[config.mk]
export PLATFORM = sky130hd
export DESIGN_NAME = ext_irq_kbd
export DESIGN_NICKNAME = d
export VERILOG_FILES = /design/src/rtl/ext_irq_pkg.sv /design/src/rtl/eik_sync.sv /design/src/rtl/eik_pending.sv /design/src/rtl/eik_ctl_reg.sv /design/src/rtl/ext_irq_kbd.sv
export SDC_FILE = /design/constraint.sdc
export NUM_CORES = 1
export LEC_CHECK = 0
export ABC_AREA = 1
export BUFFER_PORTS_ARGS = -buffer_cell sky130_fd_sc_hd__buf_2
export CAP_MARGIN = 20
export CORE_UTILIZATION = 35
export DETAILED_ROUTE_END_ITERATION = 7
export PLACE_DENSITY = 0.71
export SETUP_SLACK_MARGIN = 0.05
export SKIP_CTS_REPAIR_TIMING = 1
export SLEW_MARGIN = 20
export SYNTH_ARGS = -nofsm -noshare
export SYNTH_HDL_FRONTEND = slang
export SYNTH_HIERARCHICAL = 1
export SYNTH_SLANG_ARGS = --single-unit
[constraint.sdc]
create_clock -name clk -period 0.9 [get_ports clk]
set_clock_uncertainty 0.1 [all_clocks]
set_input_delay 0.135 -clock clk [delete_from_list [all_inputs] [get_ports clk]]
set_output_delay 0.135 -clock clk [all_outputs]
set_load 0.01 [all_outputs]
[src/rtl/ext_irq_pkg.sv]
package ext_irq_pkg;
  localparam int CTL_W    = 3;
  localparam int BIT_EN   = 0;
  localparam int BIT_FLAG = 1;
  localparam int BIT_ACK  = 2;
  localparam int NSRC     = 2;
  localparam int SRC_MAIN = 0;
  localparam int SRC_AUX  = 1;

  typedef struct packed {
    logic en;
    logic ack;
  } src_ctl_t;
endpackage

[src/rtl/eik_sync.sv]
module eik_sync #(
  parameter int          W       = 1,
  parameter logic [W-1:0] RST_VAL = '0
) (
  input  logic         clk,
  input  logic         rst_n,
  input  logic [W-1:0] d_async,
  output logic [W-1:0] q_sync
);
  logic [W-1:0] stage1;
  logic [W-1:0] stage2;

  always_ff @(posedge clk or negedge rst_n) begin
    if (!rst_n) begin
      stage1 <= RST_VAL;
      stage2 <= RST_VAL;
    end else begin
      stage1 <= d_async;
      stage2 <= stage1;
    end
  end

  assign q_sync = stage2;
endmodule

[src/rtl/eik_pending.sv]
module eik_pending (
  input  logic clk,
  input  logic rst_n,
  input  logic act,
  input  logic ack,
  output logic hit,
  output logic pend
);
  logic act_q;

  always_ff @(posedge clk or negedge rst_n) begin
    if (!rst_n) act_q <= 1'b0;
    else        act_q <= act;
  end

  assign hit = act & ~act_q;

  always_ff @(posedge clk or negedge rst_n) begin
    if (!rst_n)   pend <= 1'b0;
    else if (hit) pend <= 1'b1;
    else if (ack) pend <= 1'b0;
  end
endmodule

[src/rtl/eik_ctl_reg.sv]
module eik_ctl_reg
  import ext_irq_pkg::*;
#(
  parameter int SEL = 0
) (
  input  logic     clk,
  input  logic     rst_n,
  input  logic     wr,
  input  logic     sel,
  input  logic     wr_en_bit,
  input  logic     wr_ack_bit,
  output src_ctl_t ctl
);
  logic hit_me;
  logic en_q;

  assign hit_me = wr && (sel == SEL[0]);

  always_ff @(posedge clk or negedge rst_n) begin
    if (!rst_n)      en_q <= 1'b0;
    else if (hit_me) en_q <= wr_en_bit;
  end

  assign ctl.en  = en_q;
  assign ctl.ack = hit_me & wr_ack_bit;
endmodule

[src/rtl/ext_irq_kbd.sv]
module ext_irq_kbd
  import ext_irq_pkg::*;
#(
  parameter int KBD_W = 4
) (
  input  logic             clk,
  input  logic             rst_n,
  input  logic             cfg_level_mode,
  input  logic             cfg_kbd_en,
  input  logic             irq_pin_n,
  input  logic [KBD_W-1:0] kbd_pins,
  input  logic             aux_pin,
  input  logic             reg_wr,
  input  logic             reg_sel,
  input  logic [CTL_W-1:0] reg_wdata,
  output logic [CTL_W-1:0] reg_rdata,
  output logic             irq_req,
  output logic             aux_req
);
  localparam int PIN_W = KBD_W + 2;

  logic [PIN_W-1:0] pins_raw;
  logic [PIN_W-1:0] pins_s;
  logic             irq_s_n;
  logic [KBD_W-1:0] kbd_s;
  logic             aux_s;

  assign pins_raw = {aux_pin, kbd_pins, irq_pin_n};

  eik_sync #(
    .W       (PIN_W),
    .RST_VAL ({1'b1, {KBD_W{1'b0}}, 1'b1})
  ) u_sync (
    .clk     (clk),
    .rst_n   (rst_n),
    .d_async (pins_raw),
    .q_sync  (pins_s)
  );

  assign irq_s_n = pins_s[0];
  assign kbd_s   = pins_s[KBD_W:1];
  assign aux_s   = pins_s[PIN_W-1];

  logic [NSRC-1:0] src_act;
  logic [NSRC-1:0] src_hit;
  logic [NSRC-1:0] src_pend;
  src_ctl_t        src_ctl [NSRC];

  assign src_act[SRC_MAIN] = ~irq_s_n | (cfg_kbd_en & (|kbd_s));
  assign src_act[SRC_AUX]  = ~aux_s;

  for (genvar i = 0; i < NSRC; i++) begin : g_src
    eik_ctl_reg #(.SEL(i)) u_reg (
      .clk        (clk),
      .rst_n      (rst_n),
      .wr         (reg_wr),
      .sel        (reg_sel),
      .wr_en_bit  (reg_wdata[BIT_EN]),
      .wr_ack_bit (reg_wdata[BIT_ACK]),
      .ctl        (src_ctl[i])
    );
    eik_pending u_pend (
      .clk   (clk),
      .rst_n (rst_n),
      .act   (src_act[i]),
      .ack   (src_ctl[i].ack),
      .hit   (src_hit[i]),
      .pend  (src_pend[i])
    );
  end

  logic main_hit, main_pend, main_ack, main_en, main_act;
  logic aux_hit, aux_pend, aux_ack, aux_en;

  assign main_hit  = src_hit[SRC_MAIN];
  assign main_pend = src_pend[SRC_MAIN];
  assign main_ack  = src_ctl[SRC_MAIN].ack;
  assign main_en   = src_ctl[SRC_MAIN].en;
  assign main_act  = src_act[SRC_MAIN];
  assign aux_hit   = src_hit[SRC_AUX];
  assign aux_pend  = src_pend[SRC_AUX];
  assign aux_ack   = src_ctl[SRC_AUX].ack;
  assign aux_en    = src_ctl[SRC_AUX].en;

  assign irq_req = main_en & (main_pend | (cfg_level_mode & main_act));
  assign aux_req = aux_en & aux_pend;

  always_comb begin
    reg_rdata = '0;
    if (reg_sel == 1'b0) begin
      reg_rdata[BIT_EN]   = main_en;
      reg_rdata[BIT_FLAG] = main_pend;
    end else begin
      reg_rdata[BIT_EN]   = aux_en;
      reg_rdata[BIT_FLAG] = aux_pend;
    end
  end
endmodule

==> results of run 1 <==
[per-stage QoR]
step                      setup TNS, ns  setup slack, ns
after CTS                         -1.60           -0.497
final                             -1.75           -0.475
after floorplan                 -0.0540          -0.0540
after detailed placement         -0.398           -0.172
after global placement           -0.401           -0.178
after global routing              -2.18           -0.570
[layout make-up]
type	count	area [µm²]	area share
multi-input combinational	29	136	0.157
clock buffer	4	26.3	0.0303
inverter	11	41.3	0.0476
tap	25	31.3	0.0360
timing repair buffer	27	178	0.205
sequential	18	455	0.524
[registers in the layout, summed over array words and instances, names as in the netlist]
name,count
g_src.u_pend/act_q,2
g_src.u_pend/pend,2
g_src.u_reg/en_q,2
u_sync/q_sync,6
u_sync/stage1,6
[how the worst max path moves through the flow]
stage | start | end | slack [ns] | cells past startpoint
2_1_floorplan | u_sync/q_sync[2]$_DFF_PN0_ | irq_req | -0.05 | 6
3_3_place_gp | u_sync/q_sync[2]$_DFF_PN0_ | irq_req | -0.18 | 7
3_5_place_dp | u_sync/q_sync[2]$_DFF_PN0_ | irq_req | -0.17 | 7
4_1_cts | u_sync/q_sync[2]$_DFF_PN0_ | irq_req | -0.50 | 7
5_1_grt | u_sync/q_sync[4]$_DFF_PN0_ | irq_req | -0.57 | 7
6_report | u_sync/q_sync[2]$_DFF_PN0_ | irq_req | -0.47 | 7
[per-layer routing]
metal,global-route usage,share of wire
met3,0.0120,0.067
met2,0.171,0.48
met4,0.109,0.011
met5,0,0
met1,0.115,0.44
[power groups by stage]
stage	clock network [mW]	logic [mW]	registers (mW)
3_3_place_gp	0	0.166	0.906
5_1_grt	0.458	0.234	0.900
3_5_place_dp	0	0.172	0.909
4_1_cts	0.413	0.172	0.893
6_report	0.393	0.208	0.894
2_1_floorplan	0	0.106	0.902
[critical path: stages, from the launching register on]
cell and delay, ns:
sky130_fd_sc_hd__dfrtp_1 0.37, sky130_fd_sc_hd__nor2_1 0.10, sky130_fd_sc_hd__nand2_1 0.05, sky130_fd_sc_hd__nand2_1 0.06, sky130_fd_sc_hd__nand2_2 0.06, sky130_fd_sc_hd__nand2_2 0.05, sky130_fd_sc_hd__a21oi_2 0.04, sky130_fd_sc_hd__buf_2 0.13
[cells in the final DEF, fill, tap and decap left out]
| cell type | count |
|---|---|
| sky130_fd_sc_hd__buf_4 | 3 |
| sky130_fd_sc_hd__dfstp_2 | 4 |
| sky130_fd_sc_hd__buf_2 | 17 |
| sky130_fd_sc_hd__o21ai_1 | 2 |
| sky130_fd_sc_hd__inv_2 | 2 |
| sky130_fd_sc_hd__inv_1 | 9 |
| sky130_fd_sc_hd__a21oi_2 | 1 |
| sky130_fd_sc_hd__nor2_1 | 4 |
| sky130_fd_sc_hd__clkbuf_4 | 3 |
| sky130_fd_sc_hd__nand3_1 | 2 |
| sky130_fd_sc_hd__dfrtp_1 | 14 |
| sky130_fd_sc_hd__nand2_1 | 12 |
| sky130_fd_sc_hd__conb_1 | 1 |
| sky130_fd_sc_hd__dlygate4sd3_1 | 7 |
| sky130_fd_sc_hd__clkbuf_1 | 1 |
| sky130_fd_sc_hd__nand2_2 | 7 |
==> summary.md, run 1 <==
| Metric | Value |
|---|---|
| Run status | finished, violations left |
| Violated checks | negative setup slack |
| Synthesized netlist cell count | 61 |
| Clock network fraction of total power | 0.263 |
| PnR worst setup slack | -0.475 ns |
| Root buffer selected by CTS | sky130_fd_sc_hd__clkbuf_4 |
| Clock transition at path regs | 0.09 ns |
| Count of final max-slew check failures | 0 |
| Final hold violation count | 0 |
| Peak supply drop | 1.00 mV |
| Die Height | 45.1 µm |
| Post-Route Hold Slack | 0.00629 ns |
| Placed instance count | 101 |
| Die footprint | 2040 µm² |
| Power per standard cell area | 1720 nW/µm² |
| Hold Crit Depth | 3 |
| TritonCTS clock tree | built |
| Post-layout power | 1.50 mW |
| # DRC | 0 |
| Leakage | 0.457 nW |
| Final std cell area, no fill | 868 µm² |
| Unrepaired setup endpoints after global routing | true |
| CP required | 0.66 ns |
| Number of top-level pins | 20 |
| Number of inserted diodes | 0 |
| Fill cell count | 176 |
| Number of standard-cell rows in the floorplan | 15 |
| Number of buffers created by CTS | 3 |
| Power Internal | 1.14 mW |
| Final Instance Count excl. Fillers | 114 |
| Clock latency at the later pin of the worst-skew pair | 0.28 ns |
| Port-buffer cells | 17 |
| Hold Path End | g_src[0].u_reg/en_q$_DFFE_PN0P_ |
| Tmin final | 1.37 ns |
| Reg-to-reg slack, setup | -0.28 ns |
| Class of the most critical setup path | flip-flop to output port |
| Clock net sink count | 18 |
| Final setup fails | 6 |
| Floorplan Core Area | 1730 µm² |
| Wire length of the first global-routing pass | 1410 µm |
| Post-Route WL | 915 µm |
| Overall die width | 45.1 µm |
| Drt pass-1 iters | 1 |
| Crit path max fanout | 2 |
| Path depth of the worst reg2reg path | 8 |
| DR WL/cell | 8.03 µm |
| Average vias per placed instance | 3.94 |
| Synth Net Count | 76 |
| Fraction of the core area covered by cells at the end of the flow | 0.503 |
| Share of cells above drive strength 1 | 0.416 |
| Top achievable clock speed | 727 MHz |
| Source of the worst hold timing path | reg_wdata[0] |
| Endpoint of the worst-slack reg-to-reg timing path | g_src[0].u_pend/pend$_DFFE_PN0P_ |
| Remaining global-route overflow | 0 |
| Synth warnings | 6 |
| Number of antenna violations at the first check in global routing | 0 |
| Switching power of the nets | 350 µW |
| Post-synthesis instance area | 651 µm² |
| CTS max path bufs | 2 |
| GRT Overall Usage | 0.105 |
| Nature of the critical path startpoint | flip-flop |
| Initial core utilization | 0.377 |
| Violation count after the first detailed-route iteration | 0 |
| Reg power frac | 0.598 |
| Crit share post-route | 1.53 |
| Number of vias after detailed routing | 449 |
| Path class of the lowest-slack min-delay path | input pin to flip-flop |
| Switching share of power | 0.234 |
| Mean post-synth cell area | 10.7 µm² |
| Crit path capture type | output port |
| Combinational group share of total power | 0.139 |
| Largest net degree at the start of global routing | 19 |
| Max-cap violations | 0 |
| HPWL after detailed placement | 663 µm |
| Launch instance of the worst register-to-register path | u_sync/q_sync[2]$_DFF_PN0_ |
| Via count of the first global-routing pass | 352 |
| Number of nets in the final layout | 105 |
| Number of nets still failing antenna checks after routing | 0 |
| Area after detailed placement | 752 µm² |
| Growth of design area from synthesis to finish | 33.5% |
| Final RePlAce weighted congestion | 0.671 |
| H-tree level count | 1 |
| Data arrival time of the critical path | 1.14 ns |
Power figures use the tool's default switching activity.
==> run 2: changes to the inputs <==
--- a/config.mk
+++ b/config.mk
@@ -11,6 +11,7 @@
 export CORE_UTILIZATION = 35
 export DETAILED_ROUTE_END_ITERATION = 7
 export PLACE_DENSITY = 0.71
+export REMOVE_ABC_BUFFERS = 1
 export SETUP_SLACK_MARGIN = 0.05
 export SKIP_CTS_REPAIR_TIMING = 1
 export SLEW_MARGIN = 20
==> run 2 against run 1 <==
The flow still finishes with violations (negative setup slack). Largest cell class unchanged. Sequential share of layout area up 2.0 points. Clock-buffer cell count down 1. Worst setup slack worse by 0.025 ns. Wire length up 1.3%. First-iteration DRC count up 6. Design area down 3.6%. Die area unchanged. Worst hold slack worse by 0.0016 ns. Register-to-register slack better by 0.23 ns.
==> summary.md, run 2 (same netlist as run 1, synthesis figures left out) <==
| Metric | Value |
|---|---|
| Crit share post-route | 1.55 |
| Number of inserted diodes | 0 |
| Port-buffer cells | 17 |
| Remaining global-route overflow | 0 |
| Post-Route WL | 927 µm |
| Count of final max-slew check failures | 0 |
| Fraction of the core area covered by cells at the end of the flow | 0.485 |
| Via count of the first global-routing pass | 365 |
| Worst setup startpoint | u_sync/q_sync[2]$_DFF_PN0_ |
| Number of buffers created by CTS | 3 |
| Violation count after the first detailed-route iteration | 6 |
| Growth of design area from synthesis to finish | 28.7% |
| CTS max path bufs | 2 |
| Leakage | 0.442 nW |
| Overall die width | 45.1 µm |
| Crit path capture type | output port |
| Nature of the critical path startpoint | flip-flop |
| # DRC | 0 |
| Peak supply drop | 0.974 mV |
| Tmin final | 1.40 ns |
| Data arrival time of the critical path | 1.16 ns |
| Power Internal | 1.11 mW |
| Reg power frac | 0.616 |
| Die Height | 45.1 µm |
| Clock network fraction of total power | 0.255 |
| Number of standard-cell rows in the floorplan | 15 |
| Final setup fails | 5 |
| Crit path max fanout | 3 |
| Number of antenna violations at the first check in global routing | 0 |
| Number of vias after detailed routing | 432 |
| Unrepaired setup endpoints after global routing | true |
| Wire length of the first global-routing pass | 1460 µm |
| H-tree level count | 1 |
| Number of nets in the final layout | 102 |
| GRT Overall Usage | 0.105 |
| Power per standard cell area | 1740 nW/µm² |
| Run status | finished, violations left |
| Switching power of the nets | 341 µW |
| Final Instance Count excl. Fillers | 110 |
| Root buffer selected by CTS | sky130_fd_sc_hd__clkbuf_4 |
| Path class of the lowest-slack min-delay path | input pin to flip-flop |
| Share of cells above drive strength 1 | 0.388 |
| Placed instance count | 100 |
| Clock latency at the later pin of the worst-skew pair | 0.28 ns |
| Final hold violation count | 0 |
| Number of nets still failing antenna checks after routing | 0 |
| Launch instance of the worst register-to-register path | u_sync/q_sync[2]$_DFF_PN0_ |
| Clock transition at path regs | 0.09 ns |
| Clock net sink count | 18 |
| Initial core utilization | 0.377 |
| PnR worst setup slack | -0.499 ns |
| HPWL after detailed placement | 627 µm |
| TritonCTS clock tree | built |
| Top achievable clock speed | 715 MHz |
| Die footprint | 2040 µm² |
| Average vias per placed instance | 3.93 |
| CP required | 0.66 ns |
| Max-cap violations | 0 |
| Largest net degree at the start of global routing | 19 |
| Floorplan Core Area | 1730 µm² |
| Class of the most critical setup path | flip-flop to output port |
| Switching share of power | 0.234 |
| Drt pass-1 iters | 4 |
| Reg-to-reg slack, setup | -0.05 ns |
| Violated checks | negative setup slack |
| Final RePlAce weighted congestion | 0.655 |
| Setup WS pre-CTS | -0.209 ns |
| Combinational group share of total power | 0.129 |
| Source of the worst hold timing path | cfg_kbd_en |
| Leading cell types in the layout, fill and taps excluded | sky130_fd_sc_hd__buf_2, sky130_fd_sc_hd__nand2_1, sky130_fd_sc_hd__dfrtp_1 |
| DR WL/cell | 8.43 µm |
| Most common cell after layout, fill and taps aside | sky130_fd_sc_hd__buf_2 |
| Number of top-level pins | 20 |
-- run 2: changes by cell type in the layout (fill, tap and decap cells not counted), sizes merged --
cell,previous run,this run
buf,20,17
clkbuf,4,3
-- run 2: cell type report --
class | instances | area [µm²]
Clock buffer | 3 | 22.5
Sequential cell | 18 | 455
Tap cell | 25 | 31.3
Multi-Input combinational cell | 29 | 131
Inverter | 11 | 41.3
Timing Repair Buffer | 24 | 155
Fill cell | 173 | 890
-- run 2: per-stage QoR --
step	TNS, ns	cell area, µm²	hold slack (ns)	power [mW]
3_3_place_gp	-0.215	744	-0.0338	1.07
6_report	-1.33	837	0.00467	1.46
4_1_cts	-1.51	767	-0.333	1.44
2_1_floorplan	-0.0612	628	-0.261	0.987
3_5_place_dp	-0.276	744	-0.0215	1.07
5_1_grt	-1.79	837	0.0133	1.54
-- run 2: metal layers --
layer  wire, µm  global-route usage
met5          0                   0
met4          0              0.0727
met3         64              0.0360
met2        466               0.159
met1        397               0.126
-- run 2: critical path: stages (launching register included) --
cell and delay, ns:
sky130_fd_sc_hd__dfrtp_1 0.37, sky130_fd_sc_hd__nor2_1 0.10, sky130_fd_sc_hd__nand2_1 0.06, sky130_fd_sc_hd__nand2_1 0.06, sky130_fd_sc_hd__nand2_2 0.07, sky130_fd_sc_hd__nand2_2 0.06
sky130_fd_sc_hd__a21oi_2 0.04, sky130_fd_sc_hd__buf_2 0.13
-- run 2: worst paths after layout --
check / endpoint / depth (start not counted)
setup reg to reg: g_src[0].u_pend/pend$_DFFE_PN0P_ / 6
min in group asynchronous: u_sync/stage1[1]$_DFF_PN0_ / 2
max in group asynchronous: u_sync/q_sync[0]$_DFF_PN1_ / 2
setup / recovery: irq_req / 7
hold reg to reg: u_sync/q_sync[1]$_DFF_PN0_ / 0
hold / removal: g_src[0].u_pend/act_q$_DFF_PN0_ / 3
-- run 2: power by group through the flow --
| stage | combinational, mW | sequential, mW | clock, mW |
|---|---|---|---|
| 6_report | 0.188 | 0.896 | 0.371 |
| 5_1_grt | 0.217 | 0.902 | 0.425 |
| 4_1_cts | 0.165 | 0.894 | 0.386 |
| 3_5_place_dp | 0.165 | 0.909 | 0 |
| 3_3_place_gp | 0.159 | 0.906 | 0 |
| 2_1_floorplan | 0.0845 | 0.903 | 0 |
